`config.mk`:
```
export PLATFORM = sky130hd
export DESIGN_NAME = posit_dec
export DESIGN_NICKNAME = d
export VERILOG_FILES = /design/src/rtl/posit_dec_pkg.sv /design/src/rtl/posit_dec_front.sv /design/src/rtl/posit_dec_lzc.sv /design/src/rtl/posit_dec_align.sv /design/src/rtl/posit_dec.sv
export SDC_FILE = /design/constraint.sdc
export NUM_CORES = 1
export LEC_CHECK = 0
export ABC_AREA = 1
export BUFFER_PORTS_ARGS = -buffer_cell sky130_fd_sc_hd__buf_2
export CORE_UTILIZATION = 50
export DETAILED_ROUTE_END_ITERATION = 8
export PLACE_DENSITY = 0.73
export SYNTH_ARGS = -nofsm -noshare
export SYNTH_HDL_FRONTEND = slang
export SYNTH_HIERARCHICAL = 1
export SYNTH_SLANG_ARGS = --single-unit
```
`constraint.sdc`:
```
create_clock -name clk -period 4.7 [get_ports clk]
set_clock_uncertainty 0.15 [all_clocks]
set_input_delay 1.41 -clock clk [delete_from_list [all_inputs] [get_ports clk]]
set_output_delay 1.41 -clock clk [all_outputs]
set_load 0.1 [all_outputs]
```
`src/rtl/posit_dec_pkg.sv`:
```
package posit_dec_pkg;

    parameter int PW    = 32;
    parameter int ES    = 2;
    parameter int EXP_W = 8;

    localparam int MAG_W  = PW - 1;           // bits below the sign
    localparam int CNT_W  = $clog2(MAG_W);    // run count width
    localparam int SH_W   = CNT_W + 1;        // shift amount width
    localparam int FBITS  = PW - ES - 3;      // stored fraction bits
    localparam int FRAC_W = FBITS + 1;        // with hidden one

    typedef struct packed {
        logic             sign;
        logic             zero;
        logic             nar;
        logic [MAG_W-1:0] mag;
    } front_t;

    typedef struct packed {
        logic              sign;
        logic              zero;
        logic              nar;
        logic [EXP_W-1:0]  exp;
        logic [FRAC_W-1:0] frac;
    } dec_t;

    // Copy the regime into the exponent field: the count is taken as is
    // for a positive regime and inverted for a negative one.
    function automatic logic [EXP_W-1:0] pack_exp(input logic r0,
                                                  input logic [CNT_W-1:0] cnt,
                                                  input logic [ES-1:0] ebits);
        logic [CNT_W-1:0] field;
        field = r0 ? cnt : ~cnt;
        return {r0, field, ebits};
    endfunction

endpackage

```
`src/rtl/posit_dec_front.sv`:
```
module posit_dec_front
    import posit_dec_pkg::*;
(
    input  logic [PW-1:0] word,
    output front_t        front
);
    logic [PW-1:0] abs_w;
    logic          is_zero;
    logic          is_nar;

    always_comb begin
        is_zero = (word == '0);
        is_nar  = (word == {1'b1, {(PW-1){1'b0}}});
        abs_w   = word[PW-1] ? (~word + 1'b1) : word;
        front.sign = word[PW-1] & ~is_nar;
        front.zero = is_zero;
        front.nar  = is_nar;
        front.mag  = abs_w[MAG_W-1:0];
    end
endmodule

```
`src/rtl/posit_dec_lzc.sv`:
```
module posit_dec_lzc
    import posit_dec_pkg::*;
(
    input  logic [MAG_W-1:0] mag,
    output logic [CNT_W-1:0] cnt
);
    // Bits after the first regime bit, flipped so the run becomes zeros.
    logic [MAG_W-2:0] tail;

    always_comb begin
        tail = mag[MAG_W-1] ? ~mag[MAG_W-2:0] : mag[MAG_W-2:0];
        cnt  = CNT_W'(MAG_W - 1);
        for (int i = 0; i < MAG_W - 1; i++) begin
            if (tail[i]) cnt = CNT_W'(MAG_W - 2 - i);
        end
    end
endmodule

```
`src/rtl/posit_dec_align.sv`:
```
module posit_dec_align
    import posit_dec_pkg::*;
(
    input  logic [MAG_W-1:0] mag,
    input  logic [CNT_W-1:0] cnt,
    output logic [ES-1:0]    ebits,
    output logic [FBITS-1:0] fbits
);
    logic [SH_W-1:0]  shamt;
    logic [MAG_W-1:0] moved;

    always_comb begin
        // drop the run (cnt+1 bits) and its terminator
        shamt = {1'b0, cnt} + SH_W'(2);
        moved = mag << shamt;
        ebits = moved[MAG_W-1 -: ES];
        fbits = moved[MAG_W-1-ES -: FBITS];
    end
endmodule

```
`src/rtl/posit_dec.sv`:
```
module posit_dec
    import posit_dec_pkg::*;
(
    input  logic              clk,
    input  logic              rst,
    input  logic              in_valid,
    input  logic [PW-1:0]     in_word,
    output logic              out_valid,
    output logic              out_sign,
    output logic [EXP_W-1:0]  out_exp,
    output logic [FRAC_W-1:0] out_frac,
    output logic              out_zero,
    output logic              out_nar
);
    front_t           front_c, front_q;
    logic             s1_vld;
    logic [CNT_W-1:0] run_cnt;
    logic [ES-1:0]    ebits;
    logic [FBITS-1:0] fbits;
    dec_t             dec_c, dec_q;
    logic             s2_vld;

    posit_dec_front u_front (.word(in_word), .front(front_c));

    always_ff @(posedge clk) begin
        if (rst) begin
            s1_vld  <= 1'b0;
            front_q <= '0;
        end else begin
            s1_vld <= in_valid;
            if (in_valid) front_q <= front_c;
        end
    end

    posit_dec_lzc   u_lzc   (.mag(front_q.mag), .cnt(run_cnt));
    posit_dec_align u_align (.mag(front_q.mag), .cnt(run_cnt),
                             .ebits(ebits), .fbits(fbits));

    always_comb begin
        dec_c      = '0;
        dec_c.zero = front_q.zero;
        dec_c.nar  = front_q.nar;
        if (!front_q.zero && !front_q.nar) begin
            dec_c.sign = front_q.sign;
            dec_c.exp  = pack_exp(front_q.mag[MAG_W-1], run_cnt, ebits);
            dec_c.frac = {1'b1, fbits};
        end
    end

    always_ff @(posedge clk) begin
        if (rst) begin
            s2_vld <= 1'b0;
            dec_q  <= '0;
        end else begin
            s2_vld <= s1_vld;
            if (s1_vld) dec_q <= dec_c;
        end
    end

    assign out_valid = s2_vld;
    assign out_sign  = dec_q.sign;
    assign out_exp   = dec_q.exp;
    assign out_frac  = dec_q.frac;
    assign out_zero  = dec_q.zero;
    assign out_nar   = dec_q.nar;
endmodule

```
# Word-level counts from Yosys, hierarchy flattened
# Index checks and enable logic that the tools add are counted.
[word_totals]
in_bits = 35
word_cells = 59
out_inout_bits = 40
reg_bits = 75
[classes]
bitwise_logic = 5
reduce_logical = 4
muxes = 35
n_eq_ne = 1
shifts = 1
addsub = 2
[ops]
columns = ["operator", "n"]
rows = [
  ["$mux 5", 17],
  ["$mux 36", 1],
  ["$eq 32x32->1 const B", 1],
  ["$logic_not 32->1", 1],
  ["$mux 4", 8],
  ["$add 31x1->31 const B", 1],
  ["$mux 31", 1],
  ["$not 31->31", 1],
  ["$shl 31x6->31", 1],
  ["$mux 30", 1],
  ["$not 30->30", 1],
  ["$mux 3", 4],
  ["$add 5x2->6 const B", 1],
  ["$not 5->5", 1],
  ["$mux 2", 2],
  ["$logic_not 1->1", 2],
  ["$and 1x1->1", 1],
  ["$logic_and 1x1->1", 1],
  ["$mux 1", 1],
  ["$not 1->1", 1],
]

# Longest topological paths before layout
# Gate-level depths: netlist (run 1).
[depth]
word_depth = 35
ltp_mapped = 42
depth_no_buf = 41

# Hierarchy
# Netlist (run 1), hierarchy kept.
[modules_own_cells]
columns = ["mod", "cells_per_inst", "instances", "area_each_um2", "seq_area_each_um2"]
rows = [
  ["posit_dec", 338, 1, 2844.0, 1501.4],
  ["posit_dec_align", 337, 1, 1614.0, 0.0],
  ["posit_dec_front", 229, 1, 1074.8, 0.0],
  ["posit_dec_lzc", 112, 1, 665.6, 0.0],
]

# Worst setup path before layout (run 1)
# OpenSTA, ideal clock, no wires.
[synth_timing]
kind = "register to register"
from = "register front_q[30] in the netlist's numbering"
to = "register dec_q, in the netlist out_frac[18]"
t_arrival_ns = 3.204
required_ns = 4.483
period_less_slack_ns = 3.420
path_buffers = 3
setup_time_ns = 0.067
stages_incl_launch_ff = 39
path_slack_ns = 1.280
cell_sequence = "dfxtp_1 -> buf_6 -> xnor2_1 -> nand2_1 -> nand2_1 -> nand2_1 -> nand2_1 -> nand2_1 -> nand2_1 -> nand2_1 -> nand2_1 -> nand2_1 -> nand2_1 -> nand2_1 -> nand2_1 -> nand2_1 -> nand2_1 -> nand2_1 -> [... 3 more ...] -> nand2_1 -> nand2_1 -> nand2_1 -> nand2_1 -> nand2_1 -> nand2_1 -> nand2_1 -> a21oi_2 -> buf_2 -> buf_4 -> nand2_1 -> o211ai_1 -> nand3_1 -> nand3_1 -> nand3_1 -> o21ai_1 -> nand2_2 -> a21oi_2"
[synth_via]
elab_chain_cells = 34
[synth_rtl]
columns = ["element", "line_no", "rtl"]
rows = [
  ["start, declared", "posit_dec.sv:15", "front_t front_c, front_q;"],
  ["start signal, assigned", "posit_dec.sv:31", "if (in_valid) front_q <= front_c;"],
  ["$mux 30 (*)", "posit_dec_lzc.sv:11", "tail = mag[MAG_W-1] ? ~mag[MAG_W-2:0] : mag[MAG_W-2:0];"],
  ["$mux 2 (2 in series)", "posit_dec_lzc.sv:14", "if (tail[i]) cnt = CNT_W'(MAG_W - 2 - i);"],
  ["$mux 3 (4 in series)", "posit_dec_lzc.sv:14", ""],
  ["$mux 4 (8 in series)", "posit_dec_lzc.sv:14", ""],
  ["$mux 5 (15 in series)", "posit_dec_lzc.sv:14", ""],
  ["$mux 5 (*)", "posit_dec_lzc.sv:14", ""],
  ["net run_cnt[0]", "posit_dec.sv:17", "logic [CNT_W-1:0] run_cnt;"],
  ["$add 5x2->6 (*)", "posit_dec_align.sv:14", "shamt = {1'b0, cnt} + SH_W'(2);"],
  ["$shl 31x6->31 (*)", "posit_dec_align.sv:15", "moved = mag << shamt;"],
  ["net fbits[18]", "posit_dec.sv:19", "logic [FBITS-1:0] fbits;"],
  ["$mux 36 (*)", "posit_dec.sv:43", "if (!front_q.zero && !front_q.nar) begin"],
  ["end signal, assigned", "posit_dec.sv:53", "dec_q <= '0;"],
  ["end signal, assigned", "posit_dec.sv:56", "if (s1_vld) dec_q <= dec_c;"],
  ["end, declared", "posit_dec.sv:20", "dec_t dec_c, dec_q;"],
]
# Mark *: on every way through the listed nets, which the timed path passes. The rest lies on a longest branch.
# A chain may end at the register's enable or synchronous reset.

# Worst setup path in the final report (run 1)
[layout_timing]
from = "register front_q[30] in the netlist's numbering"
to = "register dec_q, in the netlist out_frac[6]"
# Same word-level chain as after synthesis.

==> results of run 1 <==
==> stage by stage <==
step	power, mW	setup WS (ns)	cell area, um^2	utilization [%]
detailed placement	2.097	0.7113	6515	54.01
floorplan	1.830	1.280	6198	-
global route	2.943	0.1103	6794	56.33
global placement	2.094	0.7377	6515	54.01
CTS	2.757	0.6811	6794	56.33
finish	2.755	0.6588	6794	56.33
==> flip-flops by register name, summed over array words and instances (netlist names) <==
register,cells
front_q,32
out_frac,28
out_exp,8
dec_c,2
out_nar,1
out_sign,1
out_valid,1
out_zero,1
s1_vld,1
==> placed cells by master (no fill, tap or decap), drive strengths merged <==
cell type,n
nand2,326
nand3,171
nor2,158
buf,84
dfxtp,75
o21ai,66
inv,52
a21oi,45
xnor2,38
clkbuf,11
o211ai,8
xor2,6
ha,3
clkinv,3
o211a,2
nor3,2
nand3b,2
nand4,2
o21bai,2
and2,2
or2,1
and3,1
a21boi,1
a31oi,1
==> layer usage <==
layer | global-route usage [%] | vias to the layer above | routed length, um
met3 | 3.214 | 42 | 867
met1 | 36.80 | 3007 | 8009
met5 | 0 | - | 0
met4 | 12.81 | 0 | 567
li1 | - | 3380 | -
met2 | 46.95 | 210 | 7911
==> power by group <==
group	switching, mW	internal [mW]
Combinational	0.975	0.387
Clock	0.279	0.375
Sequential	0.0488	0.690
==> final timing paths <==
| check | slack [ns] | cells after the start | end | from |
|---|---|---|---|---|
| min | 0.32 | 2 | out_frac[4]$_SDFFE_PP0P_ | out_frac[4]$_SDFFE_PP0P_ |
| min reg2reg | 0.32 | 2 | out_frac[4]$_SDFFE_PP0P_ | out_frac[4]$_SDFFE_PP0P_ |
| max | 0.66 | 32 | out_frac[6]$_SDFFE_PP0P_ | front_q[30]$_SDFFE_PP0P_ |
| max reg2reg | 0.66 | 32 | out_frac[6]$_SDFFE_PP0P_ | front_q[30]$_SDFFE_PP0P_ |
==> critical path, delay by kind of cell (launching register included) <==
| family | cells | cell delay, ns |
|---|---|---|
| DFF | 1 | 0.46 |
| xor gates and xnor gates | 1 | 0.16 |
| buffers and inverters | 2 | 0.76 |
| and+or+nand+nor | 26 | 1.77 |
| AOI/OAI and AO/OA | 3 | 0.69 |
==> area by class of cell <==
class / count / share of cell area (%)
Clock buffer: 11 / 3.573
Multi-Input combinational cell: 837 / 61.36
Timing Repair Buffer: 84 / 6.556
Inverter: 50 / 2.762
Sequential cell: 75 / 22.12
Tap cell: 168 / 3.094
Clock inverter: 5 / 0.5341
==> kinds of logic after synthesis <==
family,count (synthesis),share of synthesized area [%]
compound gates,125,12.66
xor+xnor,44,7.307
fa+ha+maj,3,0.6056
buf+inv,104,8.559
flops,75,24.22
simple gates,665,46.65
==> synthesized netlist by cell type, drive strengths merged <==
cell type	count	area share [%]
a21boi	1	0.12
a21oi	45	5.5
a31oi	1	0.10
and2	2	0.20
and3	1	0.10
buf	40	4.7
clkbuf	14	0.85
dfxtp	75	24
ha	3	0.61
inv	50	3.0
nand2	326	21
nand3	171	14
nand3b	2	0.24
nand4	2	0.20
nor2	158	11
nor3	2	0.16
o211a	2	0.32
o211ai	8	0.97
o21ai	66	5.5
o21bai	2	0.24
or2	1	0.10
xnor2	38	6.3
xor2	6	0.97
==> results by group, run 1 <==
STA
  – Setup TNS: 0 ns
  – Least-Margin Pin Slew: 1.136 ns
  – Maximum clock frequency: ~250 MHz
  – Min Clock Period, post-route: 4.041 ns
  – Worst hold slack: 0.3155 ns
  – Final setup fails: 0
  – Final hold violations: 0
  – RSZ-0062 raised after global routing: false
  – Slew Viols, Final: 0
  – Max transition margin: ~24%
  – Period utilization: 85.98%

Job
  – Max Cap Viol: 0

Clocking
  – Clock H-tree levels: 3
  – Inserted Clock Buffers: 9
  – Worst-Skew Late Latency: ~0.34 ns
  – Clock transition at path regs: 0.06 ns
  – Clock Tree Root: clkbuf_16
  – Hold Buf Count CTS: 0
  – Post-CTS setup buffers: 0
  – CTS max path bufs: 2
  – Sink Count: 75
  – Post_cts resized: 0
  – TritonCTS clock tree: done

Placement
  – DP HPWL: between 10,000 and 15,000 um
  – Number of port buffers: 74
  – # placed instances: 1,214
  – GPL Wtd Cong: 0.9286

Synthesis
  – Yosys cell types: 39
  – Cell count after synthesis: 1,016
  – Sequential area share after synthesis: about a quarter
  – Warnings from Yosys: 6
  – Flop and latch count out of synthesis: 75
  – Avg Inst Size Synth: 6.101 um^2
  – Syn Std Cell Area: ~6200 um^2
  – Syn nets: 1,054

Global routing
  – Initial antenna violation count: 0
  – Total track usage: around 28%
  – Largest net degree at the start of global routing: 40
  – First-pass GRT wire length: 29,140 um
  – GRT overflow: 0
  – Number of global-route vias before repair: slightly above 6,000

Worst setup path
  – Slowest stage cell, crit path: buf_4
  – Crit path DAT: 4.17 ns
  – Worst endpoint required time: between 4 and 5 ns
  – Crit Path Max Fanout: 30
  – Type of origin of the critical path: flop
  – Largest stage delay, worst path: between 0.4 and 0.5 ns
  – CP Class: reg -> reg
  – Worst setup EP type: flop
  – Most frequent CP cell: nand2_1

Finish
  – Layout cell share with drive strength beyond 1: 18.17%
  – Fillers: 1,297
  – Register area: 1503 um^2
  – Post-Layout Cell Count: ~1,200
  – Layout area overhead: 9.608%
  – Final Net Count: 1,095
  – Multi-input gate area: 4169 um^2
  – Ant. Diodes: 0

Floorplanning
  – Placeable Area: 12,060 um^2
  – Die extent in x: 113.3 um
  – Rows: 40
  – Die Ht: 113.3 um
  – Die ar.: 12,850 um^2
  – Starting density of the core: 51.39%
  – # IOs: 75

Status
  – Status: finished clean

Detailed routing
  – DR WL/cell: 14.11 um
  – Iter 0 DRT Violations: about 440
  – WL final: about 17,000 um
  – Post-route ant nets: 0
  – Detailed-route DRC error count: 0
  – DRT Pass-1 Iters: 5
  – Detailed-route via count: about 6,600
  – Vias per std cell: ~5.4

Pwr
  – Peak supply drop: 0.1586 mV
  – Leakage: 3.051 nW
  – PD cells: a little over 400 nW/um^2

Min path
  – Hold Crit Class: reg -> reg
Power figures use the tool's default switching activity.
==> run 2, diff against run 1 <==
SYNTH_HIERARCHICAL = unset   (was 1)
==> run 2 against run 1 <==
  * Routed wire length down 7.8%
  * Fmax up 3.4%
  * Total power rose by 6.8%
  * Hold slack worse by 0.0065 ns
  * Setup slack better by 0.13 ns
  * Flip-flop and latch count unchanged
  * First-iteration DRC count rose by 28%
  * Combinational power grew 9.6%
  * Die area down 4.5%
  * Register-to-register slack better by 0.13 ns
  * Global-route usage decreased by 0.99 points
  * Sequential power grew 2%
==> results by group, run 2 <==
Worst setup path
  – Largest stage delay, worst path: 0.55 ns (was 0.47 ns)
  – Crit Path Max Fanout: 30 (unchanged)
  – Setup crit end: out_frac[21]$_SDFFE_PP0P_ (was out_frac[6]$_SDFFE_PP0P_)
  – FF-to-FF End: out_frac[21]$_SDFFE_PP0P_ (was out_frac[6]$_SDFFE_PP0P_)
  – Worst reg2reg startpoint: front_q[30]$_SDFFE_PP0P_ (unchanged)
  – Slowest stage cell, crit path: dfxtp_2 (was buf_4)
  – Worst endpoint required time: 4.76 ns (was 4.83 ns)
  – R2R Setup Slk: 0.79 ns (was 0.66 ns)
  – Setup crit start: front_q[30]$_SDFFE_PP0P_ (unchanged)
  – CP Class: reg -> reg (unchanged)
  – Type of origin of the critical path: flop (unchanged)
  – Worst Reg-to-Reg Cells: 39 (was 32)
  – Worst setup EP type: flop (unchanged)
  – Most frequent CP cell: nand2_1 (unchanged)
  – Crit path DAT: 3.97 ns (was 4.17 ns)

STA
  – Min Clock Period, post-route: 3.910 ns (was 4.041 ns)
  – Max transition margin: 22.13% (was 24.22%)
  – Setup TNS: 0 ns (unchanged)
  – Period utilization: 83.19% (was 85.98%)
  – Maximum clock frequency: 255.8 MHz (was 247.5 MHz)
  – RSZ-0062 raised after global routing: false (unchanged)
  – Slew Viols, Final: 0 (unchanged)
  – Final hold violations: 0 (unchanged)
  – Least-Margin Pin Slew: 1.167 ns (was 1.136 ns)
  – Final setup fails: 0 (unchanged)

Detailed routing
  – Iter 0 DRT Violations: 560 (was 436)
  – Vias per std cell: 5.572 (was 5.398)
  – DR WL/cell: 14.10 um (was 14.11 um)
  – Detailed-route DRC error count: 0 (unchanged)
  – Post-route ant nets: 0 (unchanged)
  – WL final: 15,990 um (was 17,360 um)
  – DRT Pass-1 Iters: 5 (unchanged)
  – Detailed-route via count: 6,319 (was 6,639)

Floorplanning
  – Rows: 39 (was 40)
  – Die Ht: 110.7 um (was 113.3 um)
  – # IOs: 75 (unchanged)
  – Starting density of the core: 51.55% (was 51.39%)
  – Placeable Area: 11,470 um^2 (was 12,060 um^2)
  – Die ar.: 12,260 um^2 (was 12,850 um^2)
  – Die extent in x: 110.7 um (was 113.3 um)

Finish
  – Post-route cell area: 6524 um^2 (was 6794 um^2)
  – Largest Register: front_q (unchanged)
  – Final core occ: 56.89% (was 56.33%)
  – Final Net Count: 1,023 (was 1,095)
  – Commonest cells after routing, fill and taps aside: nand2_1 (230), nand3_1 (206), dfxtp_1 (74), buf_2 (74), inv_1 (69) (was nand2_1 (293), nand3_1 (168), nor2_1 (147), dfxtp_1 (74), buf_2 (74))
  – Layout area overhead: 10.35% (was 9.608%)
  – Ant. Diodes: 0 (unchanged)
  – Commonest non-fill, non-tap cell in the layout: nand2_1 (unchanged)
  – Largest register FFs: 32 (unchanged)
  – Layout cell share with drive strength beyond 1: 15.14% (was 18.17%)

Pwr
  – PD cells: 450.7 nW/um^2 (was 405.4 nW/um^2)
  – Leakage: 3.038 nW (was 3.051 nW)
  – Peak supply drop: 0.3813 mV (was 0.1586 mV)

Global routing
  – GRT overflow: 0 (unchanged)
  – First-pass GRT wire length: 27,580 um (was 29,140 um)
  – Largest net degree at the start of global routing: 51 (was 40)
  – Total track usage: 27.28% (was 28.27%)
  – Initial antenna violation count: 0 (unchanged)
  – Number of global-route vias before repair: 5,788 (was 6,092)

Synthesis
  – Most common cell in the netlist: nand2_1 (unchanged)
  – Largest cells by area after synthesis: dfxtp_1 (25%), nand3_1 (17%), nand2_1 (15%), a21oi_1 (5.6%), xnor2_1 (5.3%) (was dfxtp_1 (24%), nand2_1 (18%), nand3_1 (14%), nor2_1 (9.0%), xnor2_1 (4.7%))
  – Avg Inst Size Synth: 6.249 um^2 (was 6.101 um^2)
  – Flop and latch count out of synthesis: 75 (unchanged)
  – Post-synth top area share: 25.40% (was 24.22%)
  – Ys flop type: dfxtp_1 (unchanged)
  – Syn nets: 983 (was 1,054)
  – Area leader, netlist: dfxtp_1 (unchanged)
  – Sequential area share after synthesis: 25.40% (was 24.22%)
  – Cell count after synthesis: 946 (was 1,016)
  – Post-synth top cells: nand2_1 (230), nand3_1 (206), dfxtp_1 (75), inv_1 (69), a21oi_1 (66) (was nand2_1 (293), nand3_1 (168), nor2_1 (148), dfxtp_1 (75), o21ai_0 (55))
  – Syn Std Cell Area: 5912 um^2 (was 6198 um^2)
  – Warnings from Yosys: 0 (was 6)
  – Yosys cell types: 37 (was 39)
  – Async SR Flop Fraction: 0% (unchanged)
  – Post-synth EDFFs: 0 (unchanged)

Min path
  – Hold Crit Class: reg -> reg (unchanged)

Clocking
  – Post_cts resized: 0 (unchanged)
  – Inserted Clock Buffers: 9 (unchanged)
  – Clock Tree Root: clkbuf_16 (unchanged)
  – Clock H-tree levels: 3 (unchanged)
  – Clock transition at path regs: 0.06 ns (about the same)
  – Worst-Skew Late Latency: 0.34 ns (about the same)
  – CTS max path bufs: 2 (unchanged)
  – Sink Count: 75 (unchanged)
  – TritonCTS clock tree: done (unchanged)
  – Post-CTS setup buffers: 0 (unchanged)
  – Hold Buf Count CTS: 0 (unchanged)

Placement
  – Area after DPL: 6228 um^2 (was 6515 um^2)
  – Number of port buffers: 74 (unchanged)
  – DP HPWL: 11,860 um (was 13,100 um)
  – GPL Wtd Cong: 0.9578 (was 0.9286)

Job
  – Max Cap Viol: 0 (unchanged)

Status
  – Status: finished clean (unchanged)
## run 2: cell count changes after synthesis, moves of 12 or more
cell / previous run / this run
buf_2: 26 / 12
a21oi_1: 15 / 66
nand2_2: 33 / 7
nand2_1: 293 / 230
xor2_1: 5 / 20
inv_1: 43 / 69
nor3_1: 2 / 14
o21ai_0: 55 / 39
clkbuf_1: 14 / 31
nand3_1: 168 / 206
nor2_1: 148 / 54
nand3_2: 3 / 27
a21oi_2: 30 / 4
## run 2: area by class of cell
type | count | area [um^2]
inverter | 75 | 286.5
multi-input combinational | 739 | 3800
clock inverter | 5 | 62.56
sequential | 75 | 1503
clock buffer | 11 | 232.7
timing repair buffer | 86 | 460.4
tap | 143 | 178.9
fill | 1128 | 4943
## run 2: how the worst min path moves through the flow
stage | start | to | depth (start not counted)
floorplan | front_q[33]$_SDFFE_PP0P_ | out_sign$_SDFFE_PP0P_ | 2
global placement | out_nar$_SDFFE_PP0P_ | out_nar$_SDFFE_PP0P_ | 2
detailed placement | out_nar$_SDFFE_PP0P_ | out_nar$_SDFFE_PP0P_ | 2
CTS | out_frac[8]$_SDFFE_PP0P_ | out_frac[8]$_SDFFE_PP0P_ | 2
global route | out_frac[9]$_SDFFE_PP0P_ | out_frac[9]$_SDFFE_PP0P_ | 2
finish | out_frac[8]$_SDFFE_PP0P_ | out_frac[8]$_SDFFE_PP0P_ | 2
## run 2: cell families after synthesis
family	share of synthesized area, %
fa+ha+maj	0.4232
xor+xnor	8.571
buf+inv	10.33
compound gates	11.34
simple gates	43.94
flops	25.40
## run 2: power by group
group / internal, mW / switching (mW)
logic: 0.404 / 1.08
registers: 0.699 / 0.0543
clock network: 0.414 / 0.286
## run 2: per-layer routing
layer  up-vias  GRT usage [%]  routed length, um
li1       3212              -                  -
met1      2849          35.90               7342
met2       227          44.43               7303
met3        31          6.725               1078
met4         0          7.378                269
met5         -              0                  0
## run 2: worst max-delay path: cells and delay by family (launching register included)
kind / cells / cell delay [ns]
compound gates: 2 / 0.57
buf+inv: 1 / 0.06
flops: 1 / 0.55
simple gates: 36 / 2.40
## run 2: through the flow
step	instances	setup slack, ns	total power [mW]	hold slack, ns
2_1_floorplan	946	1.144	1.978	0.2896
3_3_place_gp	1118	0.6980	2.225	0.3001
3_5_place_dp	1118	0.6281	2.224	0.3034
4_1_cts	1134	0.8493	2.924	0.3130
5_1_grt	1134	0.2579	3.139	0.3267
6_report	1134	0.7899	2.940	0.3090
